## config.mk

```make
export PLATFORM = sky130hd
export DESIGN_NAME = pix16_unpack
export DESIGN_NICKNAME = d
export VERILOG_FILES = /design/src/rtl/pix16_pkg.sv /design/src/rtl/pix_fmt_resolve.sv /design/src/rtl/pix_word_hold.sv /design/src/rtl/pix_half_decode.sv /design/src/rtl/pix16_unpack.sv
export SDC_FILE = /design/constraint.sdc
export NUM_CORES = 1
export LEC_CHECK = 0
export ABC_CLOCK_PERIOD_IN_PS = 4410
export BUFFER_PORTS_ARGS = -buffer_cell sky130_fd_sc_hd__buf_2
export CAP_MARGIN = 20
export CORE_MARGIN = 2
export CORE_UTILIZATION = 41
export DETAILED_ROUTE_END_ITERATION = 6
export PLACE_DENSITY = 0.69
export SLEW_MARGIN = 20
export SYNTH_ARGS = -nofsm -noshare
export SYNTH_HDL_FRONTEND = slang
export SYNTH_SLANG_ARGS = --single-unit
```

## constraint.sdc

```tcl
create_clock -name clk_i -period 4.41 [get_ports clk_i]
set_clock_uncertainty 0.2 [all_clocks]
set_input_delay 0.2205 -clock clk_i [delete_from_list [all_inputs] [get_ports clk_i]]
set_output_delay 0.2205 -clock clk_i [all_outputs]
set_load 0.03 [all_outputs]
```

## src/rtl/pix16_pkg.sv

```systemverilog
package pix16_pkg;
  typedef enum logic [1:0] {
    MODE_NATIVE = 2'd0,
    MODE_565    = 2'd1,
    MODE_444    = 2'd2,
    MODE_5551   = 2'd3
  } mode_e;

  typedef enum logic [1:0] {
    FMT_5551 = 2'd0,
    FMT_565  = 2'd1,
    FMT_444  = 2'd2
  } fmt_e;

  typedef struct packed {
    fmt_e fmt;
    logic bgr;
  } cfg_t;
endpackage

```

## src/rtl/pix_fmt_resolve.sv

```systemverilog
module pix_fmt_resolve
  import pix16_pkg::*;
(
  input  logic [1:0] mode_i,
  input  logic [1:0] mux_i,
  input  logic       bgr_i,
  output cfg_t       cfg_o
);
  always_comb begin
    cfg_o.bgr = bgr_i;
    unique case (mode_e'(mode_i))
      MODE_565:  cfg_o.fmt = FMT_565;
      MODE_444:  cfg_o.fmt = FMT_444;
      MODE_5551: cfg_o.fmt = FMT_5551;
      default: begin
        // native 16-bit: board mux decides
        if (mux_i == 2'd1) begin
          cfg_o.fmt = FMT_5551;
        end else begin
          cfg_o.fmt = FMT_565;
          if (mux_i == 2'd3) cfg_o.bgr = 1'b1;
        end
      end
    endcase
  end
endmodule

```

## src/rtl/pix_word_hold.sv

```systemverilog
module pix_word_hold
  import pix16_pkg::*;
#(
  parameter int WORD_W = 32,
  parameter int HALF_W = 16
) (
  input  logic              clk_i,
  input  logic              rst_ni,
  input  logic              in_valid_i,
  input  logic [WORD_W-1:0] in_word_i,
  input  cfg_t              in_cfg_i,
  output logic              in_ready_o,
  output logic              out_valid_o,
  input  logic              out_ready_i,
  output logic [HALF_W-1:0] half_o,
  output cfg_t              cfg_o
);
  localparam int NSLOT = WORD_W / HALF_W;
  localparam int CNT_W = $clog2(NSLOT + 1);
  localparam int IDX_W = (NSLOT > 1) ? $clog2(NSLOT) : 1;

  logic [CNT_W-1:0]  cnt_q;
  logic [WORD_W-1:0] word_q;
  cfg_t              cfg_q;
  logic [HALF_W-1:0] halves [NSLOT];
  logic [IDX_W-1:0]  idx;
  logic              accept, deliver;

  for (genvar s = 0; s < NSLOT; s++) begin : g_half
    assign halves[s] = word_q[s*HALF_W +: HALF_W];
  end

  assign out_valid_o = (cnt_q != '0);
  assign in_ready_o  = (cnt_q == '0) || ((cnt_q == CNT_W'(1)) && out_ready_i);
  assign accept      = in_valid_i && in_ready_o;
  assign deliver     = out_valid_o && out_ready_i;

  always_comb begin
    idx = '0;
    if (cnt_q != '0) idx = IDX_W'(NSLOT - int'(cnt_q));
  end

  assign half_o = halves[idx];
  assign cfg_o  = cfg_q;

  always_ff @(posedge clk_i or negedge rst_ni) begin
    if (!rst_ni) begin
      cnt_q  <= '0;
      word_q <= '0;
      cfg_q  <= '{fmt: FMT_565, bgr: 1'b0};
    end else if (accept) begin
      cnt_q  <= CNT_W'(NSLOT);
      word_q <= in_word_i;
      cfg_q  <= in_cfg_i;
    end else if (deliver) begin
      cnt_q <= cnt_q - CNT_W'(1);
    end
  end

  // stall holds the presented pixel source
  a_r9_hold_stable: assert property (@(posedge clk_i) disable iff (!rst_ni)
    (out_valid_o && !out_ready_i) |=> (out_valid_o && $stable(half_o) && $stable(cfg_o)));

  // accepted word is presented next cycle
  a_r10_accept_fills: assert property (@(posedge clk_i) disable iff (!rst_ni)
    (in_valid_i && in_ready_o) |=> out_valid_o);

  // after the first half leaves, the high half follows
  a_r2_hi_after_lo: assert property (@(posedge clk_i) disable iff (!rst_ni)
    (deliver && !accept && cnt_q == CNT_W'(NSLOT)) |=>
      (out_valid_o && half_o == $past(word_q[WORD_W-1 -: HALF_W])));
endmodule

```

## src/rtl/pix_half_decode.sv

```systemverilog
module pix_half_decode
  import pix16_pkg::*;
#(
  parameter int HALF_W = 16,
  parameter int CH_W   = 8
) (
  input  logic [HALF_W-1:0] half_i,
  input  cfg_t              cfg_i,
  output logic [3*CH_W-1:0] pix_o
);
  localparam int W5 = 5;
  localparam int W6 = 6;
  localparam int W4 = 4;

  logic [CH_W-1:0] lo_f, mid_f, hi_f, red, blue;

  always_comb begin
    unique case (cfg_i.fmt)
      FMT_5551: begin
        lo_f  = {half_i[W5-1:0],        {(CH_W-W5){1'b0}}};
        mid_f = {half_i[2*W5-1:W5],     {(CH_W-W5){1'b0}}};
        hi_f  = {half_i[3*W5-1:2*W5],   {(CH_W-W5){1'b0}}};
      end
      FMT_444: begin
        lo_f  = {half_i[W4-1:0],        {(CH_W-W4){1'b0}}};
        mid_f = {half_i[2*W4-1:W4],     {(CH_W-W4){1'b0}}};
        hi_f  = {half_i[3*W4-1:2*W4],   {(CH_W-W4){1'b0}}};
      end
      default: begin
        lo_f  = {half_i[W5-1:0],        {(CH_W-W5){1'b0}}};
        mid_f = {half_i[W5+W6-1:W5],    {(CH_W-W6){1'b0}}};
        hi_f  = {half_i[2*W5+W6-1:W5+W6], {(CH_W-W5){1'b0}}};
      end
    endcase
    red   = cfg_i.bgr ? hi_f : lo_f;
    blue  = cfg_i.bgr ? lo_f : hi_f;
    pix_o = {red, mid_f, blue};
  end
endmodule

```

## src/rtl/pix16_unpack.sv

```systemverilog
module pix16_unpack
  import pix16_pkg::*;
#(
  parameter int WORD_W = 32,
  parameter int HALF_W = 16,
  parameter int CH_W   = 8
) (
  input  logic                clk_i,
  input  logic                rst_ni,
  input  logic [1:0]          mode_i,
  input  logic                bgr_i,
  input  logic                bswap_i,
  input  logic [1:0]          mux_i,
  input  logic                in_valid_i,
  input  logic [WORD_W-1:0]   in_data_i,
  output logic                in_ready_o,
  output logic                out_valid_o,
  input  logic                out_ready_i,
  output logic [3*CH_W-1:0]   out_pixel_o
);
  localparam int NBYTE = WORD_W / 8;

  logic [WORD_W-1:0] swapped, word;
  logic [HALF_W-1:0] half;
  cfg_t              cfg_in, cfg_held;

  for (genvar b = 0; b < NBYTE; b++) begin : g_bswap
    assign swapped[8*b +: 8] = in_data_i[8*(NBYTE-1-b) +: 8];
  end
  assign word = bswap_i ? swapped : in_data_i;

  pix_fmt_resolve u_resolve (
    .mode_i (mode_i),
    .mux_i  (mux_i),
    .bgr_i  (bgr_i),
    .cfg_o  (cfg_in)
  );

  pix_word_hold #(.WORD_W(WORD_W), .HALF_W(HALF_W)) u_hold (
    .clk_i       (clk_i),
    .rst_ni      (rst_ni),
    .in_valid_i  (in_valid_i),
    .in_word_i   (word),
    .in_cfg_i    (cfg_in),
    .in_ready_o  (in_ready_o),
    .out_valid_o (out_valid_o),
    .out_ready_i (out_ready_i),
    .half_o      (half),
    .cfg_o       (cfg_held)
  );

  pix_half_decode #(.HALF_W(HALF_W), .CH_W(CH_W)) u_decode (
    .half_i (half),
    .cfg_i  (cfg_held),
    .pix_o  (out_pixel_o)
  );

  // 4-bit fields leave the low nibble of each component zero
  a_r5_444_pad: assert property (@(posedge clk_i) disable iff (!rst_ni)
    (out_valid_o && cfg_held.fmt == FMT_444) |->
      (out_pixel_o[3:0] == 4'd0 && out_pixel_o[11:8] == 4'd0 && out_pixel_o[19:16] == 4'd0));

  // 5-bit fields leave three low zero bits in each component
  a_r3_5551_pad: assert property (@(posedge clk_i) disable iff (!rst_ni)
    (out_valid_o && cfg_held.fmt == FMT_5551) |->
      (out_pixel_o[2:0] == 3'd0 && out_pixel_o[10:8] == 3'd0 && out_pixel_o[18:16] == 3'd0));

  // mux value 3 in native mode forces BGR into the held word
  a_r7_forced_bgr: assert property (@(posedge clk_i) disable iff (!rst_ni)
    (in_valid_i && in_ready_o && mode_i == 2'd0 && mux_i == 2'd3) |=>
      (cfg_held.bgr && cfg_held.fmt == FMT_565));
endmodule

```

# Word-level counts from Yosys, hierarchy flattened

Index checks and enable logic that the tools add are counted.

Register bits after elaboration: 37
Input port bits: 42
Output and inout bits: 26
Word-level logic and storage cells: 41

Add/subtract/negate cells: 2
Magnitude comparators: 1
Equal/unequal tests: 7
Muxes and demuxes: 17
Bitwise logic cells: 1
Reductions and logical operators: 9

Operators with widths:

| cell                                                      | number |
|---|---|
| two-way mux 16 bit                                        | 3 |
| two-way mux 32 bit                                        | 1 |
| case mux 8 bit (2 select lines)                           | 2 |
| two-way mux 8 bit                                         | 3 |
| == test 2 bit (second input constant)                     | 4 |
| == test 2 x 1 -> 1 bit (second input constant)            | 3 |
| case mux 2 bit (3 select lines)                           | 1 |
| two-way mux 1 bit                                         | 5 |
| logical NOT 2 bit                                         | 2 |
| two-way mux 2 bit                                         | 2 |
| nonzero test 2 bit                                        | 2 |
| logical AND 1 bit                                         | 3 |
| OR reduction 3 bit                                        | 1 |
| greater-or-equal comparator 2 bit (second input constant) | 1 |
| inverter 1 -> 2 bit                                       | 1 |
| subtractor 2 x 1 -> 2 bit (second input constant)         | 1 |
| logical OR 1 bit                                          | 1 |
| subtractor 1 bit (first input constant)                   | 1 |

# Depth between registers and ports, before layout

Gate-level depths: netlist of run 1.

Depth in word-level cells: 8
Depth in mapped cells: 8
Mapped depth without buffers: 6

# Modules after synthesis

Synthesis of run 1 repeated with hierarchy kept, for this count alone.

Cells, all modules: 208
Area, all modules: 2,851.5 um^2

By module, submodules not included:

| module          | times used | cells an instance | area each (um^2) | seq. area each (um^2) |
|---|---|---|---|---|
| pix_word_hold   | 1          | 107               | 1,801.7          | 927.1 |
| pix16_unpack    | 1          | 36                | 544.3            | 0.0 |
| pix_half_decode | 1          | 60                | 471.7            | 0.0 |
| pix_fmt_resolve | 1          | 5                 | 33.8             | 0.0 |

# Worst setup path before layout of run 1

OpenSTA, ideal clock, no wires.

Kind: reg-to-output
Start point: register u_hold.cnt_q[0]
End point: output out_pixel_o[5]
Arrival time: 1.920 ns
Required time: 3.990 ns
Slack: 2.070 ns
Stages on the path, launching flop included: 9
Buffers on the path: 2
Cells stage by stage: dfrtp_1 inv_1 ha_1 nor2b_4 buf_6 buf_6 mux4_2 nor2_1 a31oi_1

Cells in the longest elaborated chain, start to end: 8
Elaborated cells between the ends (all ways): 10
Classes of those cells: add/sub: 1; mux: 7; bitwise: 1; reduce/logical: 1

Ends and longest elaborated chain:

| element                                                              | RTL line              | text |
|---|---|---|
| start, declared                                                      | pix_word_hold.sv:22   | `logic [CNT_W-1:0] cnt_q;` |
| start signal, assigned                                               | pix_word_hold.sv:52   | `cnt_q <= CNT_W'(NSLOT);` |
| start signal, assigned                                               | pix_word_hold.sv:56   | `cnt_q <= cnt_q - CNT_W'(1);` |
| subtractor 1 bit or nonzero test 2 bit (tied branches)               | pix_word_hold.sv:40   | `if (cnt_q != '0) idx = IDX_W'(NSLOT - int'(cnt_q));` |
| two-way mux 1 bit (*)                                                | pix_word_hold.sv:40   |  |
| inverter 1 -> 2 bit (implied by the code) (*)                        | pix_word_hold.sv:43   | `assign half_o = halves[idx];` |
| two-way mux 16 bit (implied by the code) (*) (3 in series)           | pix_word_hold.sv:43   |  |
| case mux 8 bit (2 select lines) or two-way mux 8 bit (tied branches) | pix_half_decode.sv:18 | `unique case (cfg_i.fmt)` |
| two-way mux 8 bit (*)                                                | pix_half_decode.sv:36 | `blue = cfg_i.bgr ? lo_f : hi_f;` |
| end, declared                                                        | pix16_unpack.sv:19    | `output logic [3*CH_W-1:0] out_pixel_o` |

Every way passes the cells marked *; elsewhere a longest branch is shown, timed or not. The select of a mux whose other input is x is not followed.

# Worst setup path in the final report of run 1

Start point: register u_hold.cnt_q[0]
End point: output out_pixel_o[20]

Cells in the longest elaborated chain, start to end: 8
Elaborated cells between the ends (all ways): 10
Classes of those cells: add/sub: 1; mux: 7; bitwise: 1; reduce/logical: 1

Ends and longest elaborated chain:

| element                                                              | RTL line              | text |
|---|---|---|
| subtractor 1 bit or nonzero test 2 bit (tied branches)               | pix_word_hold.sv:40   |  |
| two-way mux 1 bit (*)                                                | pix_word_hold.sv:40   |  |
| inverter 1 -> 2 bit (implied by the code) (*)                        | pix_word_hold.sv:43   |  |
| two-way mux 16 bit (implied by the code) (*) (3 in series)           | pix_word_hold.sv:43   |  |
| case mux 8 bit (2 select lines) or two-way mux 8 bit (tied branches) | pix_half_decode.sv:18 |  |
| two-way mux 8 bit (*)                                                | pix_half_decode.sv:35 | `red = cfg_i.bgr ? hi_f : lo_f;` |

Marked as above.

==> results of run 1 <==
[flip-flops by register name (all words and copies together) (netlist names)]
signal / count
u_hold.word_q: 32
u_hold.cnt_q: 2
u_hold.cfg_o: 3
[synthesized netlist by cell type, drive strengths merged]
master	count
a2bb2oi	1
o22a	1
or2	1
a21o	1
mux4	8
a31oi	4
o31ai	1
nor4bb	1
mux2i	44
o22ai	2
nor3b	1
nand2b	3
nor2	15
nor3	1
nand3	1
clkbuf	10
conb	1
ha	2
o21a	2
a21oi	5
dfrtp	36
nand2	44
inv	5
o21ai	36
dfstp	1
buf	15
nor2b	2
a32o	1
mux2	7
[worst reg2reg max path, stage by stage (launching register included)]
cell and delay [ns]:
dfrtp_1 0.41, inv_1 0.06, ha_1 0.28, a21o_1 0.20, nand2_2 0.56, buf_4 0.39
nand2_1 0.09, o21ai_1 0.08
[logic make-up after synthesis]
group,Yosys count,synth area share
compound gates,54,0.123
mux,59,0.292
simple gates,69,0.122
buf+inv,30,0.0699
flops,37,0.381
other cells,1,0.00154
fa+ha+maj,2,0.0103
[area by class of cell]
| cell class | count | area [um2] |
|---|---|---|
| well taps | 75 | 93.8 |
| fillers | 582 | 3010 |
| clock inverters | 2 | 10.0 |
| flip-flops and latches | 37 | 927 |
| repair buffers | 62 | 323 |
| inverters | 5 | 18.8 |
| clock buffers | 6 | 72.6 |
| multi-input cells | 192 | 1370 |
[worst max path at each step]
stage,from,to,slack [ns],depth (start not counted)
3_5_place_dp,u_hold.cnt_q[0]$_DFFE_PN0P_,out_pixel_o[20],1.63,7
2_1_floorplan,u_hold.cnt_q[0]$_DFFE_PN0P_,out_pixel_o[5],2.07,8
5_1_grt,u_hold.cnt_q[0]$_DFFE_PN0P_,out_pixel_o[20],1.15,7
3_3_place_gp,u_hold.cnt_q[0]$_DFFE_PN0P_,out_pixel_o[20],1.69,7
6_report,u_hold.cnt_q[0]$_DFFE_PN0P_,out_pixel_o[20],1.32,7
4_1_cts,u_hold.cnt_q[0]$_DFFE_PN0P_,out_pixel_o[20],1.29,7
[through the flow]
step / setup slack, ns / area (um2) / util / hold WS [ns] / power (mW)
after global placement: 1.69 / 2710 / 0.466 / 0.150 / 1.95
after CTS: 1.29 / 2810 / 0.483 / 0.0109 / 2.22
after detailed placement: 1.63 / 2710 / 0.466 / 0.156 / 1.99
after floorplan: 2.07 / 2460 / - / -0.275 / 1.68
final: 1.32 / 2810 / 0.483 / 0.0122 / 2.21
after global routing: 1.15 / 2810 / 0.483 / 0.0298 / 2.37
[power by group]
| part | total [mW] | leakage (nW) | internal, mW | switching [mW] |
|---|---|---|---|---|
| Clock | 0.222 | 0.0450 | 0.109 | 0.112 |
| Combinational | 1.32 | 0.886 | 0.516 | 0.803 |
| Sequential | 0.665 | 0.458 | 0.500 | 0.165 |
| Total | 2.21 | 1.39 | 1.13 | 1.08 |
[cell usage in the layout, fill, tap and decap left out, types with 2 or more instances in the layout]
cell type,netlist,routed
a31oi_1,4,4
mux2_1,3,3
mux4_2,8,8
inv_1,5,5
ha_1,2,2
nand2b_1,3,3
mux2i_1,42,42
o21ai_1,33,33
mux2i_2,2,2
a21oi_1,5,5
nand2_1,44,43
conb_1,1,8
dlygate4sd3_1,0,2
clkbuf_8,0,5
buf_2,4,59
o22ai_1,2,2
dfrtp_1,36,36
mux2_2,3,3
nor2_1,14,14
clkinv_2,0,2
o21a_1,2,2
o21ai_0,3,3
[metal layers]
metal / track usage / vias to the layer above / part of all wire
li1: - / 971 / -
met5: 0 / - / 0
met1: 0.235 / 873 / 0.48
met3: 0.0344 / 9 / 0.058
met4: 0.0610 / 0 / 0.015
met2: 0.259 / 57 / 0.44
[timing repair]
| item | 4_1_cts | 5_1_grt |
|---|---|---|
| endpoints found under the hold margin | 38 | 0 |
| buffers inserted | 0 | 0 |
| hold buffers | 2 | 0 |
==> reports/qor_table.md, run 1 <==
| Item | Reported | Unit |
| --- | --- | --- |
| Number of global-route vias before repair | 1752 | - |
| Insertion delay to the later sink of the worst-skew pair | 0.28 | ns |
| Reg2reg end | u_hold.word_q[20]$_DFFE_PN0P_ | - |
| Worst relative slew slack | 0.424 | - |
| Slew @ Worst Pin | 0.864 | ns |
| Width of the die | 81.0 | um |
| CTS tree | done | - |
| Placement Rows | 28 | - |
| Period Utilization, post-route | 0.701 | - |
| Number of antenna violations at the first check in global routing | 0 | - |
| Number of placed cells counting well taps | 369 | - |
| Number of pins exceeding their max-slew limit in the final report | 0 | - |
| Die boundary height | 81.0 | um |
| Setup Total Neg Slack | 0 | ns |
| Fraction of synthesized cell area taken by the top area cell type | 0.370 | - |
| Final-report setup violation count | 0 | - |
| Pin count of the biggest net entering global routing | 47 | - |
| Biggest area contributors in the synthesized netlist | dfrtp_1, mux2i_1, mux4_2 | - |
| Library cell contributing the largest single delay on the critical path | mux4_2 | - |
| Status | finished, final reports clean | - |
| Cells along the critical path | inv_1, ha_1, nor2b_4, mux4_2, mux2i_1, o21ai_0, buf_2 | - |
| Syn Std Cell Area | 2430 | um2 |
| Maximum capacitance violations | 0 | - |
| Effective utilization at floorplan | 0.418 | - |
| Number of instances in the synthesized netlist | 252 | - |
| Critical Setup Path Class | flip-flop to output port | - |
| Final Net Count | 347 | - |
| Peak per-stage delay on the critical path | 0.58 | ns |
| Port Buf Inserts | 59 | - |
| Synth cell types | 37 | - |
| Floorplan die area | 6570 | um2 |
| Final Routed Wirelength | 5.20 | mm |
| Wire length per cell after detailed routing | 13.7 | um |
| Endpoint of the worst hold path | u_hold.cfg_o[0]$_DFFE_PN0P_ | - |
| Average cell area after synthesis | 9.66 | um2 |
| Number of diodes added for antenna fixing | 0 | - |
| Sequential-to-total area share from yosys stat | 0.381 | - |
| Synth Register Bits | 37 | - |
| Post-route ant nets | 0 | - |
| Critical path capture point type | output port | - |
| Endpoint arrival time on the critical path | 2.67 | ns |
| Number of optimization iterations in the first detailed-route pass | 4 | - |
| Tightest Hold Check Type | input pin to flip-flop | - |
| Relative area change from synthesis to final layout | 15.5 | % |
| Via-to-Cell Ratio | 5.04 | - |
| Final Hold Viols | 0 | - |
| Worst R2R Start | u_hold.cnt_q[0]$_DFFE_PN0P_ | - |
| Dpl hpwl | 4.08 | mm |
| Clk Tree Root Cell | clkbuf_8 | - |
| Global-route wire length before repair | 8.38 | mm |
| Yosys warnings | 0 | - |
| Final cell count without fillers | 379 | - |
| Via total after detailed routing | 1910 | - |
| WP data required | 3.99 | ns |
| Post-cts gate resize count | 0 | - |
| Crit path launch type | flip-flop | - |
| Post-synth top area cell | dfrtp_1 | - |
| Startpoint of the tightest hold check path | bgr_i | - |
| Highest clock rate | 324 | MHz |
| Core box area | 5820 | um2 |
| CTS max path bufs | 2 | - |
| Placer congestion estimate | 0.878 | - |
| CTS H-tree lvls | 2 | - |
| Clock Pin Slew Worst Setup and Hold Paths | 0.07 | ns |
| Count of cells along the worst hold path | 3 | - |
| Unrepaired setup endpoints after global routing | no | - |
| Overflow after GRT | 0 | - |
| Largest delay contributor family on the critical path | multiplexers | - |
| Number of DRC markers after the initial detailed-route iteration | 109 | - |
| Share of final-layout standard cells stronger than drive strength 1 | 0.283 | - |
| Total global routing track utilization | 0.168 | - |
| Leakage power total | 1.39 | nW |
| Final critical-path required period | 3.09 | ns |
| Clock buffers created by TritonCTS | 5 | - |
| I/O Pins | 68 | - |
| Number of cell instances on the worst register-to-register path | 7 | - |
| CP max FO | 20 | - |
| Clock tree sinks | 37 | - |
| Number of DRC violations after detailed routing | 0 | - |
| Minimum setup slack among reg-to-reg paths | 2.06 | ns |
| Total power divided by cell area | 785 | nW/um2 |
| Worst vdd rail ir drop | 0.000665 | V |
| Count of buffer and inverter cells on the critical path | 2 | - |
(Power assumes the default switching activity.)
==> run 2, diff against run 1 <==
--- a/config.mk
+++ b/config.mk
@@ -5,7 +5,7 @@
 export SDC_FILE = /design/constraint.sdc
 export NUM_CORES = 1
 export LEC_CHECK = 0
-export ABC_CLOCK_PERIOD_IN_PS = 4410
+export ABC_CLOCK_PERIOD_IN_PS = 3070
 export BUFFER_PORTS_ARGS = -buffer_cell sky130_fd_sc_hd__buf_2
 export CAP_MARGIN = 20
 export CORE_MARGIN = 2
==> constraint.sdc (replaced) <==
create_clock -name clk_i -period 3.07 [get_ports clk_i]
set_clock_uncertainty 0.2 [all_clocks]
set_input_delay 0.1535 -clock clk_i [delete_from_list [all_inputs] [get_ports clk_i]]
set_output_delay 0.1535 -clock clk_i [all_outputs]
set_load 0.03 [all_outputs]
==> reports/qor_table.md, run 2 (same netlist as run 1, synthesis figures left out) <==
| Item | Reported | Unit | Delta |
| --- | --- | --- | --- |
| Final setup slack of the worst path | 0.271 | ns | -1.05 ns |
| Final Hold Viols | 1 | - | +1 |
| Placer congestion estimate | 0.870 | - | -0.84% |
| Floorplan die area | 6570 | um2 | unchanged |
| Quantity of hold-fixing buffers added after cts | 49 | - | +47 |
| Endpoint arrival time on the critical path | 2.45 | ns | -0.22 ns |
| Worst vdd rail ir drop | 0.000891 | V | +34% |
| WP data required | 2.72 | ns | -1.27 ns |
| CP max FO | 8 | - | -60% |
| Final Net Count | 397 | - | +14% |
| Period Utilization, post-route | 0.912 | - |  |
| Total power divided by cell area | 1010 | nW/um2 | +28% |
| Minimum setup slack among reg-to-reg paths | 0.95 | ns | -1.11 ns |
| Worst relative slew slack | 0.406 | - | -0.0177 |
| End-of-flow core utilization | 0.574 | - | +0.0906 |
| Most common cell after layout, fill and taps aside | buf_2 | - |  |
| Highest-count cells in the layout ignoring fill and taps | buf_2, dlygate4sd3_1, nand2_1 | - |  |
| Number of antenna violations at the first check in global routing | 0 | - | unchanged |
| Clock Pin Slew Worst Setup and Hold Paths | 0.07 | ns | about the same |
| Wire length per cell after detailed routing | 13.4 | um | -2.1% |
| Critical Setup Path Class | flip-flop to output port | - |  |
| Placement Rows | 28 | - | unchanged |
| Pin count of the biggest net entering global routing | 38 | - | -19% |
| Slew @ Worst Pin | 0.890 | ns | +0.0265 ns |
| Effective utilization at floorplan | 0.418 | - | unchanged |
| Number of pins exceeding their max-slew limit in the final report | 0 | - | unchanged |
| Maximum capacitance violations | 0 | - | unchanged |
| Post-cts gate resize count | 0 | - | unchanged |
| Clock tree sinks | 37 | - | unchanged |
| Width of the die | 81.0 | um | unchanged |
| Post-route ant nets | 0 | - | unchanged |
| Setup Total Neg Slack | 0 | ns | unchanged |
| Die boundary height | 81.0 | um | unchanged |
| Final critical-path required period | 2.80 | ns |  |
| Sum of internal, switching and leakage power | 3.36 | mW | +52% |
| Share of final-layout standard cells stronger than drive strength 1 | 0.251 | - | -0.0315 |
| Number of DRC violations after detailed routing | 0 | - | unchanged |
| Reg with most FFs | u_hold.word_q | - |  |
| Via total after detailed routing | 2169 | - | +14% |
| Post-placement worst setup slack | 0.579 | ns | -1.05 ns |
| Relative area change from synthesis to final layout | 37.1 | % |  |
| Insertion delay to the later sink of the worst-skew pair | 0.28 | ns | about the same |
| Total global routing track utilization | 0.191 | - | +0.0233 |
| Critical path capture point type | output port | - |  |
| Number of optimization iterations in the first detailed-route pass | 5 | - | +1 |
| Hold_ws | -0.00271 | ns | -0.0149 ns |
| Final Routed Wirelength | 5.76 | mm | +11% |
| Tightest Hold Check Type | input pin to flip-flop | - |  |
| Via-to-Cell Ratio | 5.06 | - | +0.32% |
| I/O Pins | 68 | - | unchanged |
| CTS H-tree lvls | 2 | - | unchanged |
| Violations in the final reports | negative hold slack | - |  |
| Clk Tree Root Cell | clkbuf_8 | - |  |
| Core box area | 5820 | um2 | unchanged |
| CTS max path bufs | 2 | - | unchanged |
| Fillers | 538 | - | -7.6% |
| Global-route wire length before repair | 9.59 | mm | +15% |
| Status | finished with violations | - |  |
| Number of DRC markers after the initial detailed-route iteration | 149 | - | +37% |
| Leakage power total | 1.61 | nW | +16% |
| Clock buffers created by TritonCTS | 5 | - | unchanged |
| Highest clock rate | 357 | MHz |  |
| Dpl hpwl | 4.28 | mm | +4.8% |
| Overflow after GRT | 0 | - | unchanged |
| Unrepaired setup endpoints after global routing | no | - |  |
| Number of flip-flops in the largest register | 32 | - | unchanged |
| Number of diodes added for antenna fixing | 0 | - | unchanged |
| Number of global-route vias before repair | 2073 | - | +18% |
| Buffers inserted during post-CTS setup optimization | 0 | - | unchanged |
| Port Buf Inserts | 59 | - | unchanged |
| Crit path launch type | flip-flop | - |  |
| CTS tree | done | - |  |
| Final-report setup violation count | 0 | - | unchanged |
[run 2: path summary, 6_finish.rpt]
kind / from / end / cells past startpoint
worst min-delay path: in_data_i[25] / u_hold.word_q[1]$_DFFE_PN0P_ / 3
max in group asynchronous: rst_ni / u_hold.word_q[7]$_DFFE_PN0P_ / 2
worst max register to register: u_hold.cnt_q[0]$_DFFE_PN0P_ / u_hold.word_q[30]$_DFFE_PN0P_ / 7
worst max-delay path: u_hold.cnt_q[0]$_DFFE_PN0P_ / out_pixel_o[5] / 8
worst min register to register: u_hold.word_q[31]$_DFFE_PN0P_ / u_hold.word_q[31]$_DFFE_PN0P_ / 2
min in group asynchronous: rst_ni / u_hold.word_q[5]$_DFFE_PN0P_ / 2
[run 2: power by group]
part	switching, mW	internal (mW)	leakage [nW]	total, mW
Clock	0.158	0.265	0.0585	0.423
Combinational	1.17	0.807	1.10	1.97
Sequential	0.248	0.717	0.458	0.966
Total	1.57	1.79	1.61	3.36
[run 2: layer usage]
layer  global-route usage  up-vias  part of all wire
met5                    0        -                 0
met4               0.0542        0             0.012
met2                0.307       59              0.48
met1                0.268     1028              0.47
li1                     -     1075                 -
met3               0.0322        7             0.042
[run 2: cell type report]
cell class              instances  area (um2)  share of cell area
repair buffers                112         816               0.244
inverters                       5        18.8             0.00562
well taps                      75        93.8              0.0281
flip-flops and latches         37         927               0.278
clock inverters                 1        30.0             0.00900
multi-input cells             192        1370               0.409
clock buffers                   7        86.3              0.0259
[run 2: critical path: stages, from the launching register on]
cell	delay, ns
dfrtp_1	0.42
inv_1	0.06
ha_1	0.28
nor2b_4	0.27
buf_4	0.23
mux2_1	0.36
a2bb2oi_1	0.22
a31oi_1	0.12
buf_2	0.20
[run 2: stage by stage]
step	area [um2]	hold slack [ns]	std cells
4_1_cts	3340	0.00168	429
3_3_place_gp	2730	0.0830	372
2_1_floorplan	2460	-0.342	259
3_5_place_dp	2730	0.0840	372
5_1_grt	3340	0.00665	429
6_report	3340	-0.00271	429
